File: config.mk
export PLATFORM = sky130hd
export DESIGN_NAME = kwd_timer
export DESIGN_NICKNAME = d
export VERILOG_FILES = /design/src/rtl/kwd_pkg.sv /design/src/rtl/kwd_counter.sv /design/src/rtl/kwd_pulse.sv /design/src/rtl/kwd_regs.sv /design/src/rtl/kwd_timer.sv
export SDC_FILE = /design/constraint.sdc
export NUM_CORES = 1
export LEC_CHECK = 0
export ABC_CLOCK_PERIOD_IN_PS = 4000
export BUFFER_PORTS_ARGS = -buffer_cell sky130_fd_sc_hd__buf_2
export CELL_PAD_IN_SITES_DETAIL_PLACEMENT = 1
export CELL_PAD_IN_SITES_GLOBAL_PLACEMENT = 2
export CORE_MARGIN = 3
export CORE_UTILIZATION = 36
export DETAILED_ROUTE_END_ITERATION = 6
export PLACE_DENSITY = 0.89
export SYNTH_ARGS = -nofsm -noshare
export SYNTH_HDL_FRONTEND = slang
export SYNTH_SLANG_ARGS = --single-unit
File: constraint.sdc
create_clock -name clk_i -period 4 [get_ports clk_i]
set_input_delay 0.6 -clock clk_i [delete_from_list [all_inputs] [get_ports clk_i]]
set_output_delay 0.6 -clock clk_i [all_outputs]
set_load 0.005 [all_outputs]
File: src/rtl/kwd_pkg.sv
package kwd_pkg;
  localparam int ADDR_W = 5;
  localparam int DATA_W = 32;
  localparam int KEY_LO_W = 5;

  localparam logic [ADDR_W-1:0] OFS_CTRL   = 5'h00;
  localparam logic [ADDR_W-1:0] OFS_PERIOD = 5'h04;
  localparam logic [ADDR_W-1:0] OFS_KICK   = 5'h08;
  localparam logic [ADDR_W-1:0] OFS_CAUSE  = 5'h0C;
  localparam logic [ADDR_W-1:0] OFS_COUNT  = 5'h10;
  localparam logic [ADDR_W-1:0] OFS_FORCE  = 5'h14;

  localparam logic [7:0]          CTRL_KEY   = 8'h22;
  localparam logic [KEY_LO_W-1:0] PERIOD_KEY = 5'h08;
  localparam logic [DATA_W-1:0]   KICK_KEY   = 32'h0000_1971;
  localparam logic [DATA_W-1:0]   FORCE_KEY  = 32'h0000_1209;

  localparam int CAUSE_TMO_BIT = 31;
  localparam int CAUSE_SW_BIT  = 30;

  typedef struct packed {
    logic dual;
    logic irq_mode;
    logic ext_en;
    logic pol;
    logic en;
  } ctrl_t;
endpackage

File: src/rtl/kwd_counter.sv
module kwd_counter #(
  parameter int LEN_W     = 10,
  parameter int UNIT_LOG2 = 9,
  parameter int RST_LEN   = 1023,
  localparam int CNT_W    = LEN_W + UNIT_LOG2
) (
  input  logic             clk_i,
  input  logic             rst_ni,
  input  logic             en_i,
  input  logic             tick_i,
  input  logic             kick_i,
  input  logic [LEN_W-1:0] len_i,
  output logic [CNT_W-1:0] cnt_o,
  output logic             expire_o
);
  logic [CNT_W-1:0] cnt_q;
  logic [CNT_W-1:0] load;

  assign load     = {len_i, {UNIT_LOG2{1'b0}}};
  assign expire_o = en_i & tick_i & ~kick_i & (cnt_q <= CNT_W'(1));
  assign cnt_o    = cnt_q;

  always_ff @(posedge clk_i or negedge rst_ni) begin
    if (!rst_ni)              cnt_q <= CNT_W'(RST_LEN) << UNIT_LOG2;
    else if (kick_i)          cnt_q <= load;
    else if (expire_o)        cnt_q <= load;
    else if (en_i && tick_i)  cnt_q <= cnt_q - CNT_W'(1);
  end

  AST_HOLD_OFF: assert property (@(posedge clk_i) disable iff (!rst_ni)
    (!en_i && !kick_i) |=> $stable(cnt_q));
  AST_KICK_LOAD: assert property (@(posedge clk_i) disable iff (!rst_ni)
    kick_i |=> (cnt_q == $past(load)));
  AST_EXPIRE_RELOAD: assert property (@(posedge clk_i) disable iff (!rst_ni)
    expire_o |=> (cnt_q == $past(load)));
endmodule

File: src/rtl/kwd_pulse.sv
module kwd_pulse #(
  parameter int PULSE_CYCLES = 16,
  localparam int PW = $clog2(PULSE_CYCLES + 1)
) (
  input  logic clk_i,
  input  logic rst_ni,
  input  logic trig_i,
  output logic active_o
);
  logic [PW-1:0] left_q;

  always_ff @(posedge clk_i or negedge rst_ni) begin
    if (!rst_ni)              left_q <= '0;
    else if (trig_i)          left_q <= PW'(PULSE_CYCLES);
    else if (left_q != '0)    left_q <= left_q - PW'(1);
  end

  assign active_o = (left_q != '0);

  AST_PULSE_START: assert property (@(posedge clk_i) disable iff (!rst_ni)
    trig_i |=> active_o);
  AST_PULSE_IDLE: assert property (@(posedge clk_i) disable iff (!rst_ni)
    (!active_o && !trig_i) |=> !active_o);
endmodule

File: src/rtl/kwd_regs.sv
module kwd_regs
  import kwd_pkg::*;
#(
  parameter int LEN_W   = 10,
  parameter int RST_LEN = 1023,
  parameter int CNT_W   = 19
) (
  input  logic              clk_i,
  input  logic              rst_ni,
  input  logic              wr_en_i,
  input  logic              rd_en_i,
  input  logic [ADDR_W-1:0] addr_i,
  input  logic [DATA_W-1:0] wdata_i,
  input  logic              expire_i,
  input  logic [CNT_W-1:0]  cnt_i,
  output ctrl_t             ctrl_o,
  output logic [LEN_W-1:0]  len_o,
  output logic              kick_o,
  output logic              pulse_trig_o,
  output logic              irq_o,
  output logic [DATA_W-1:0] rdata_o
);
  ctrl_t             ctrl_q;
  logic [LEN_W-1:0]  len_q;
  logic              irq_q;
  logic              tmo_q, sw_q;
  logic [DATA_W-1:0] rdata_q;

  logic wr_ctrl, wr_len, sw_hit, cause_rd;
  logic irq_set, tmo_rst;

  assign wr_ctrl  = wr_en_i && addr_i == OFS_CTRL   && wdata_i[31:24] == CTRL_KEY;
  assign wr_len   = wr_en_i && addr_i == OFS_PERIOD && wdata_i[KEY_LO_W-1:0] == PERIOD_KEY;
  assign kick_o   = wr_en_i && addr_i == OFS_KICK   && wdata_i == KICK_KEY;
  assign sw_hit   = wr_en_i && addr_i == OFS_FORCE  && wdata_i == FORCE_KEY;
  assign cause_rd = rd_en_i && addr_i == OFS_CAUSE;

  // interrupt mode wins over dual; dual escalates only while irq is pending
  assign irq_set = expire_i & (ctrl_q.irq_mode | (ctrl_q.dual & ~irq_q));
  assign tmo_rst = expire_i & ~ctrl_q.irq_mode & (~ctrl_q.dual | irq_q);
  assign pulse_trig_o = sw_hit | (tmo_rst & ctrl_q.ext_en);

  always_ff @(posedge clk_i or negedge rst_ni) begin
    if (!rst_ni) begin
      ctrl_q <= '0;
      len_q  <= LEN_W'(RST_LEN);
    end else begin
      if (wr_ctrl) ctrl_q <= '{dual: wdata_i[6], irq_mode: wdata_i[3], ext_en: wdata_i[2],
                               pol: wdata_i[1], en: wdata_i[0]};
      if (wr_len)  len_q  <= wdata_i[KEY_LO_W +: LEN_W];
    end
  end

  always_ff @(posedge clk_i or negedge rst_ni) begin
    if (!rst_ni) begin
      irq_q <= 1'b0;
      tmo_q <= 1'b0;
      sw_q  <= 1'b0;
    end else begin
      if (irq_set)       irq_q <= 1'b1;
      else if (cause_rd) irq_q <= 1'b0;
      if (tmo_rst)       tmo_q <= 1'b1;
      else if (cause_rd) tmo_q <= 1'b0;
      if (sw_hit)        sw_q  <= 1'b1;
      else if (cause_rd) sw_q  <= 1'b0;
    end
  end

  always_ff @(posedge clk_i or negedge rst_ni) begin
    if (!rst_ni) rdata_q <= '0;
    else if (rd_en_i) begin
      unique case (addr_i)
        OFS_CTRL:   rdata_q <= DATA_W'({ctrl_q.dual, 2'b00, ctrl_q.irq_mode, ctrl_q.ext_en,
                                        ctrl_q.pol, ctrl_q.en});
        OFS_PERIOD: rdata_q <= DATA_W'({len_q, {KEY_LO_W{1'b0}}});
        OFS_CAUSE: begin
          rdata_q <= '0;
          rdata_q[CAUSE_TMO_BIT] <= tmo_q;
          rdata_q[CAUSE_SW_BIT]  <= sw_q;
        end
        OFS_COUNT:  rdata_q <= DATA_W'(cnt_i);
        default:    rdata_q <= '0;
      endcase
    end
  end

  assign ctrl_o  = ctrl_q;
  assign len_o   = len_q;
  assign irq_o   = irq_q;
  assign rdata_o = rdata_q;

  AST_CTRL_KEY: assert property (@(posedge clk_i) disable iff (!rst_ni)
    (wr_en_i && addr_i == OFS_CTRL && wdata_i[31:24] != CTRL_KEY) |=> $stable(ctrl_q));
  AST_PERIOD_KEY: assert property (@(posedge clk_i) disable iff (!rst_ni)
    (wr_en_i && addr_i == OFS_PERIOD && wdata_i[KEY_LO_W-1:0] != PERIOD_KEY) |=> $stable(len_q));
  AST_IRQ_HOLD: assert property (@(posedge clk_i) disable iff (!rst_ni)
    (irq_q && !cause_rd) |=> irq_q);
  AST_CAUSE_CLR: assert property (@(posedge clk_i) disable iff (!rst_ni)
    (cause_rd && !expire_i && !sw_hit) |=> (!tmo_q && !sw_q));
endmodule

File: src/rtl/kwd_timer.sv
module kwd_timer
  import kwd_pkg::*;
#(
  parameter int LEN_W        = 10,
  parameter int UNIT_LOG2    = 9,
  parameter int RST_LEN      = 1023,
  parameter int PULSE_CYCLES = 16,
  localparam int CNT_W       = LEN_W + UNIT_LOG2
) (
  input  logic              clk_i,
  input  logic              rst_ni,
  input  logic              tick_i,
  input  logic              wr_en_i,
  input  logic              rd_en_i,
  input  logic [ADDR_W-1:0] addr_i,
  input  logic [DATA_W-1:0] wdata_i,
  output logic [DATA_W-1:0] rdata_o,
  output logic              wdt_rst_o,
  output logic              irq_o
);
  ctrl_t            ctrl;
  logic [LEN_W-1:0] len;
  logic [CNT_W-1:0] cnt;
  logic             kick, expire, trig, active;

  kwd_regs #(.LEN_W(LEN_W), .RST_LEN(RST_LEN), .CNT_W(CNT_W)) u_regs (
    .clk_i, .rst_ni, .wr_en_i, .rd_en_i, .addr_i, .wdata_i,
    .expire_i(expire), .cnt_i(cnt), .ctrl_o(ctrl), .len_o(len),
    .kick_o(kick), .pulse_trig_o(trig), .irq_o, .rdata_o
  );

  kwd_counter #(.LEN_W(LEN_W), .UNIT_LOG2(UNIT_LOG2), .RST_LEN(RST_LEN)) u_counter (
    .clk_i, .rst_ni, .en_i(ctrl.en), .tick_i, .kick_i(kick), .len_i(len),
    .cnt_o(cnt), .expire_o(expire)
  );

  kwd_pulse #(.PULSE_CYCLES(PULSE_CYCLES)) u_pulse (
    .clk_i, .rst_ni, .trig_i(trig), .active_o(active)
  );

  assign wdt_rst_o = active ? ctrl.pol : ~ctrl.pol;

  AST_IRQ_NO_PULSE: assert property (@(posedge clk_i) disable iff (!rst_ni)
    (expire && ctrl.irq_mode && !trig) |=> (active == $past(active) || !active));
endmodule

==> impl_results.md, run 1 <==
* Post-Route M1 WL at 4560 um
* Overflow left after global routing at 0
* Slowest-stage cell, CP: or4_1
* Initial core utilization at 37.7%
* Worst hold margin at 0.406 ns
* Yosys warns at 0
* CP arrival at 2.82 ns
* Residual DRC at 0
* # rows at 34
* Vias in the first global route at 3035
* CP cell instances: or4_1 -> or4_4 -> nand2b_2 -> mux2_1
* Yosys cell types at 54
* CTS HTree Levels at 3
* Max Slew Vio Count at 0
* Synth Cell Area at 0.00335 sq mm
* Metal3 WL at 426 um
* Most frequent cells in the layout: buf_2 (64), dfrtp_1 (43), nor2_1 (32)
* CTS tree: built
* Gate Count Post-Synth at 347
* Max-Cap Viols at 0
* CTS max path bufs at 2
* Post-cts sizing count at 0
* Min-delay worst type: input port to asynchronous set/reset pin
* Area delta synth->final at 18.3%
* Initial drt markers at 103
* DRT Wirelength at 10000 um
* Reg clk slew, reported paths at 0.08 ns
* Crit Path Class: flop to flop
* # Post-CTS Setup Buffers at 0
* Highest metal used: met4
* Core area at 0.00889 sq mm
* Clock Latency Late Sink at 0.35 ns
* Max-slew headroom at 34.1%
* Vias post-DR at 2882
* Post-DP HPWL at 7640 um
* Antenna viol nets, final at 0
* Worst endpoint required time at 4.27 ns
* Final core utilization at 44.5%
* Worst Path Max Fanout at 20
* Cell Pwr Density at 389 mW/mm^2
* Outcome: finished, final reports clean
* Mean post-synth cell area at 9.65 sq um
* Final Hold Fails at 0
* Crit share post-route at 63.8%
* Num ports at 76
* CP endpoint kind: flop
* Die height at 102 um
* ANT cells at 0
* RSZ-0062 raised after global routing: no
* Max Clock Skew at 0.0146 ns
* Root buf cell: clkbuf_8
* Chip width at 102 um
* WL per Instance at 19.0 um
* Total Power at 1.54 mW
* Sink Count at 63
* Final #Nets at 460
* Crit start category: flop
* Post-synth top flop: dfrtp_1
* P_leak at 1.77 nW
* Async SR Flop Fraction at 100%
* Fillers at 1054
* Met2 WL at 4940 um
* Port Buffers at 64
* Worst stage delay on the critical path at 0.68 ns
* First-pass GRT wire length at 16300 um
* TritonRoute pass-1 iters at 4
* Sequential area share after synthesis at 47.8%
* Fraction of layout cells with a size suffix above 1 at 31.0%
* Final setup viols at 0
* Num CTS Buffers at 9
* Max Freq at 392 MHz
* Antenna violations before repair at 0
* Largest net degree at the start of global routing at 44
* Gp weighted congestion at 0.845
* GRT Util Overall at 20.2%
* Die Area at 0.0105 sq mm
* Number of synthesized register bits at 63
* Maximum VDD drop at 187 uV
* Hold Buf Count CTS at 0
* Routed vias/inst at 5.47
* Commonest non-fill, non-tap cell in the layout: buf_2
* Tmin final at 2.55 ns
* Setup TNS at 0 ns
* Worst-Margin Slew at 0.988 ns
* EDFF count, synth at 0
synth_stat cells, drive strengths merged (3+ instances only):
| master | count | share of area, % |
|---|---|---|
| a21oi | 9 | 1.3 |
| a22oi | 14 | 3.1 |
| and2 | 3 | 0.56 |
| buf | 17 | 3.6 |
| clkbuf | 8 | 0.90 |
| dfrtp | 43 | 32 |
| dfstp | 20 | 16 |
| ha | 4 | 1.5 |
| inv | 30 | 3.4 |
| mux2 | 14 | 4.7 |
| mux2i | 3 | 0.90 |
| nand2 | 16 | 1.8 |
| nand2b | 3 | 0.64 |
| nand3 | 13 | 1.9 |
| nand4 | 5 | 0.93 |
| nor2 | 33 | 3.8 |
| nor2b | 4 | 0.75 |
| nor3 | 13 | 2.1 |
| nor4 | 11 | 2.4 |
| nor4b | 3 | 0.78 |
| o21ai | 23 | 3.4 |
| o22ai | 15 | 2.8 |
| o31ai | 3 | 0.67 |
| or3 | 4 | 0.75 |
| xnor2 | 5 | 1.3 |
| xor2 | 8 | 2.1 |
layout make-up:
cell class	count	area [sq um]	area share (%)
Sequential cell	63	1600	40.4
Inverter	30	113	2.84
Clock buffer	9	124	3.13
Multi-Input combinational cell	239	1530	38.7
Timing Repair Buffer	71	373	9.42
Clock inverter	7	81.3	2.05
Tap cell	108	135	3.41
worst paths after layout:
path / from / end / slack [ns] / cells after the start
worst max register to register: u_counter.cnt_o[7] / u_counter.cnt_o[16] / 1.45 / 4
worst min-delay path: rst_ni / u_regs.rdata_o[15] / 0.41 / 1
min in group clk_i: wdata_i[7] / u_regs.len_o[2] / 0.48 / 3
worst max-delay path: u_counter.cnt_o[7] / u_counter.cnt_o[16] / 1.45 / 4
max in group asynchronous: rst_ni / u_regs.rdata_o[10] / 2.74 / 2
worst min register to register: u_regs.len_o[3] / u_counter.cnt_o[12] / 0.50 / 2
worst max-delay path, delay by kind of cell (launching register included):
family | cells | cell delay (ns)
AND/OR/NAND/NOR | 3 | 1.64
flip-flops | 1 | 0.46
multiplexers | 1 | 0.37
cell families (layout without fill, tap and decap cells):
logic type               count (synthesis)  count (layout)  share of synthesized area, %
other                                    1              11                         0.112
buffers and inverters                   55             117                          7.85
AND/OR/NAND/NOR                        119             119                          19.4
adder cells (fa/ha/maj)                  4               4                          1.49
AO/OA/AOI/OAI                           75              75                          14.3
XOR/XNOR                                13              13                          3.40
flip-flops                              63              63                          47.8
multiplexers                            17              17                          5.61
layer usage:
| metal | track usage [%] | vias up |
|---|---|---|
| met5 | 0 | - |
| met4 | 5.85 | 0 |
| met3 | 2.66 | 9 |
| met2 | 33.4 | 76 |
| met1 | 27.7 | 1451 |
| li1 | - | 1346 |
per-stage QoR:
| step | setup slack [ns] | cells | area, sq um |
|---|---|---|---|
| 3_5_place_dp | 1.10 | 511 | 3750 |
| 2_1_floorplan | 1.69 | 357 | 3390 |
| 4_1_cts | 1.46 | 527 | 3960 |
| 3_3_place_gp | 1.22 | 511 | 3750 |
| 5_1_grt | 1.26 | 527 | 3960 |
| 6_report | 1.45 | 527 | 3960 |
state kept, by name, summed over array words and instances, names as in the netlist:
| register | count |
|---|---|
| u_regs.sw_q | 1 |
| u_pulse.left_q | 5 |
| u_regs.ctrl_o | 5 |
| u_counter.cnt_o | 19 |
| u_regs.len_o | 10 |
| u_regs.irq_o | 1 |
| u_regs.rdata_o | 21 |
| u_regs.tmo_q | 1 |
power breakdown:
part           switching [mW]  internal [mW]  total, mW
clock                   0.289          0.295      0.584
combinational           0.153         0.0985      0.251
sequential             0.0301          0.677      0.707
Power figures use the tool's default switching activity.
==> run 2: changes to the inputs <==
--- a/config.mk
+++ b/config.mk
@@ -5,14 +5,14 @@
 export SDC_FILE = /design/constraint.sdc
 export NUM_CORES = 1
 export LEC_CHECK = 0
-export ABC_CLOCK_PERIOD_IN_PS = 4000
+export ABC_CLOCK_PERIOD_IN_PS = 2600
 export BUFFER_PORTS_ARGS = -buffer_cell sky130_fd_sc_hd__buf_2
 export CELL_PAD_IN_SITES_DETAIL_PLACEMENT = 1
 export CELL_PAD_IN_SITES_GLOBAL_PLACEMENT = 2
 export CORE_MARGIN = 3
-export CORE_UTILIZATION = 36
+export CORE_UTILIZATION = 33
 export DETAILED_ROUTE_END_ITERATION = 6
-export PLACE_DENSITY = 0.89
+export PLACE_DENSITY = 0.83
 export SYNTH_ARGS = -nofsm -noshare
 export SYNTH_HDL_FRONTEND = slang
 export SYNTH_SLANG_ARGS = --single-unit
==> constraint.sdc (replaced) <==
create_clock -name clk_i -period 2.6 [get_ports clk_i]
set_input_delay 0.39 -clock clk_i [delete_from_list [all_inputs] [get_ports clk_i]]
set_output_delay 0.39 -clock clk_i [all_outputs]
set_load 0.005 [all_outputs]
==> run 2 against run 1 <==
  * First-iteration DRC count up 39%
  * Via count down 0.10%
  * Combinational power increased by 57%
  * Sequential share of layout area is 1.3 points lower
  * Total power rose by 65%
  * Critical path type unchanged
  * Highest routed layer unchanged
==> impl_results.md, run 2 (same netlist as run 1, synthesis figures left out) <==
* Outcome: finished, final reports clean
* Sink Count at 63 (unchanged)
* Vias post-DR at 2879 (-0.10%)
* First-pass GRT wire length at 16500 um (+1.4%)
* Non-Filler Instances at 557 (+5.7%)
* Max-slew headroom at 53.9% (+20 points)
* Largest net degree at the start of global routing at 38 (-14%)
* Die height at 107 um (+4.2%)
* Worst Path Max Fanout at 9 (-55%)
* Highest metal used: met4
* Reg-to-Reg End: u_counter.cnt_o[16]
* Num CTS Buffers at 9 (unchanged)
* Initial core utilization at 34.1% (-3.6 points)
* FF-to-FF setup slack at 0.23 ns (-1.22 ns)
* Port Buffers at 64 (unchanged)
* Max reg flops at 21 (unchanged)
* DRT Wirelength at 10200 um (+1.3%)
* Chip width at 107 um (+4.2%)
* Residual DRC at 0 (unchanged)
* Worst endpoint required time at 2.86 ns (-1.41 ns)
* Root buf cell: clkbuf_8
* CTS max path bufs at 2 (unchanged)
* CTS tree: built
* Post-DP HPWL at 7880 um (+3.1%)
* Reg-to-reg startpoint: u_counter.cnt_o[7]
* Final Instance Area at 0.00409 sq mm (+3.3%)
* Metal3 WL at 453 um (+6.3%)
* Reg clk slew, reported paths at 0.08 ns (about the same)
* CTS HTree Levels at 3 (unchanged)
* Overflow left after global routing at 0 (unchanged)
* Die Area at 0.0114 sq mm (+8.5%)
* TritonRoute pass-1 iters at 4 (unchanged)
* Placement Setup Slack at 0.138 ns (-0.959 ns)
* Worst-Margin Slew at 0.692 ns (-0.296 ns)
* Initial drt markers at 143 (+39%)
* CP arrival at 2.63 ns (-0.19 ns)
* # rows at 36 (+5.9%)
* Hold Buf Count CTS at 0 (unchanged)
* CP Buf/Inv Count at 0 (unchanged)
* Fillers at 1180 (+12%)
* Tmin final at 2.37 ns (-0.181 ns)
* Maximum VDD drop at 268 uV (+44%)
* Antenna viol nets, final at 0 (unchanged)
* Most frequent cells in the layout: buf_2 (64), dfrtp_1 (43), nor2_1 (32)
* Crit share post-route at 91.2% (+27 points)
* Max Freq at 422 MHz (+7.6%)
* Clock Latency Late Sink at 0.34 ns (about the same)
* Post-Route M1 WL at 4750 um (+4.1%)
* # Post-CTS Setup Buffers at 0 (unchanged)
* Met2 WL at 4800 um (-2.8%)
* Min-delay worst type: input port to asynchronous set/reset pin
* Placed cells at 541 (+5.9%)
* Max-Cap Viols at 0 (unchanged)
* Antenna violations before repair at 0 (unchanged)
* GRT Util Overall at 18.6% (-1.6 points)
* Commonest non-fill, non-tap cell in the layout: buf_2
* Fraction of layout cells with a size suffix above 1 at 31.8% (+0.81 points)
* Cell Pwr Density at 621 mW/mm^2 (+59%)
* Final setup viols at 0 (unchanged)
* Final core utilization at 41.7% (-2.9 points)
* Slowest-stage cell, CP: or4_1
* Worst stage delay on the critical path at 0.66 ns (-0.02 ns)
* R2r worst-path depth at 4 (unchanged)
* Num ports at 76 (unchanged)
* Crit start category: flop
* Final Hold Fails at 0 (unchanged)
* Max Slew Vio Count at 0 (unchanged)
* Crit Path Class: flop to flop
* Core area at 0.00982 sq mm (+10%)
* WL per Instance at 18.2 um (-4.1%)
* Placed cell areas at 0.00385 sq mm (+2.5%)
* Post-layout worst setup margin at 0.230 ns (-1.22 ns)
* ANT cells at 0 (unchanged)
* Vias in the first global route at 3030 (-0.16%)
* Gp weighted congestion at 0.879 (+4.1%)
* CP cell instances: or4_1 -> or4_4 -> nand2b_2 -> mux2_1
* P_leak at 1.82 nW (+2.9%)
* Max Clock Skew at 0.0160 ns (+0.00142 ns)
* Final #Nets at 465 (+1.1%)
* Setup TNS at 0 ns (unchanged)
* CP endpoint kind: flop
* Area delta synth->final at 22.2%
* CP delay by family, top: simple AND/OR/NAND/NOR gates
* Post-cts sizing count at 0 (unchanged)
* Routed vias/inst at 5.17 (-5.5%)
* RSZ-0062 raised after global routing: no
run 2: changes by cell type in the layout (fill, tap and decap cells not counted), sizes merged:
cell    before  now
bufinv       1    3
clkinv       3    2
inv         32   31
buf         71   76
run 2: worst max-delay path by stage:
stage,start,to,slack [ns],cells past startpoint
after floorplan,u_counter.cnt_o[7],u_counter.cnt_o[16],0.41,6
after global placement,wdata_i[24],u_pulse.left_q[4],0.17,7
after detailed placement,wdata_i[24],u_pulse.left_q[4],0.14,7
after CTS,u_counter.cnt_o[7],u_counter.cnt_o[16],0.24,4
after global routing,u_counter.cnt_o[1],u_counter.cnt_o[16],0.11,8
final,u_counter.cnt_o[7],u_counter.cnt_o[16],0.23,4
run 2: worst register-to-register path, delay by kind of cell (launching register included):
family	cells	cell delay, ns
DFF	1	0.46
muxes	1	0.36
and+or+nand+nor	3	1.48
run 2: power breakdown:
| part | switching (mW) | internal [mW] | total [mW] |
|---|---|---|---|
| Combinational | 0.233 | 0.162 | 0.395 |
| Sequential | 0.0465 | 1.04 | 1.09 |
| Clock | 0.418 | 0.640 | 1.06 |
| Total | 0.697 | 1.84 | 2.54 |
run 2: per-layer routing:
metal | GRT usage [%] | vias to the layer above
met5 | 0 | -
met2 | 29.8 | 73
met4 | 5.75 | 0
met1 | 25.4 | 1439
li1 | - | 1355
met3 | 3.79 | 12
run 2: area by class of cell:
class | instances | area [sq um] | share of cell area [%]
Timing Repair Buffer | 76 | 435 | 10.6
Inverter | 30 | 113 | 2.75
Tap cell | 133 | 166 | 4.07
Multi-Input combinational cell | 239 | 1530 | 37.5
Sequential cell | 63 | 1600 | 39.1
Clock buffer | 9 | 124 | 3.03
Clock inverter | 7 | 120 | 2.93
run 2: per-stage QoR:
stage / total power [mW] / hold slack [ns]
2_1_floorplan: 1.35 / 0.0944
3_3_place_gp: 1.48 / 0.460
3_5_place_dp: 1.51 / 0.473
4_1_cts: 2.57 / 0.0994
5_1_grt: 2.69 / 0.115
6_report: 2.54 / 0.0840
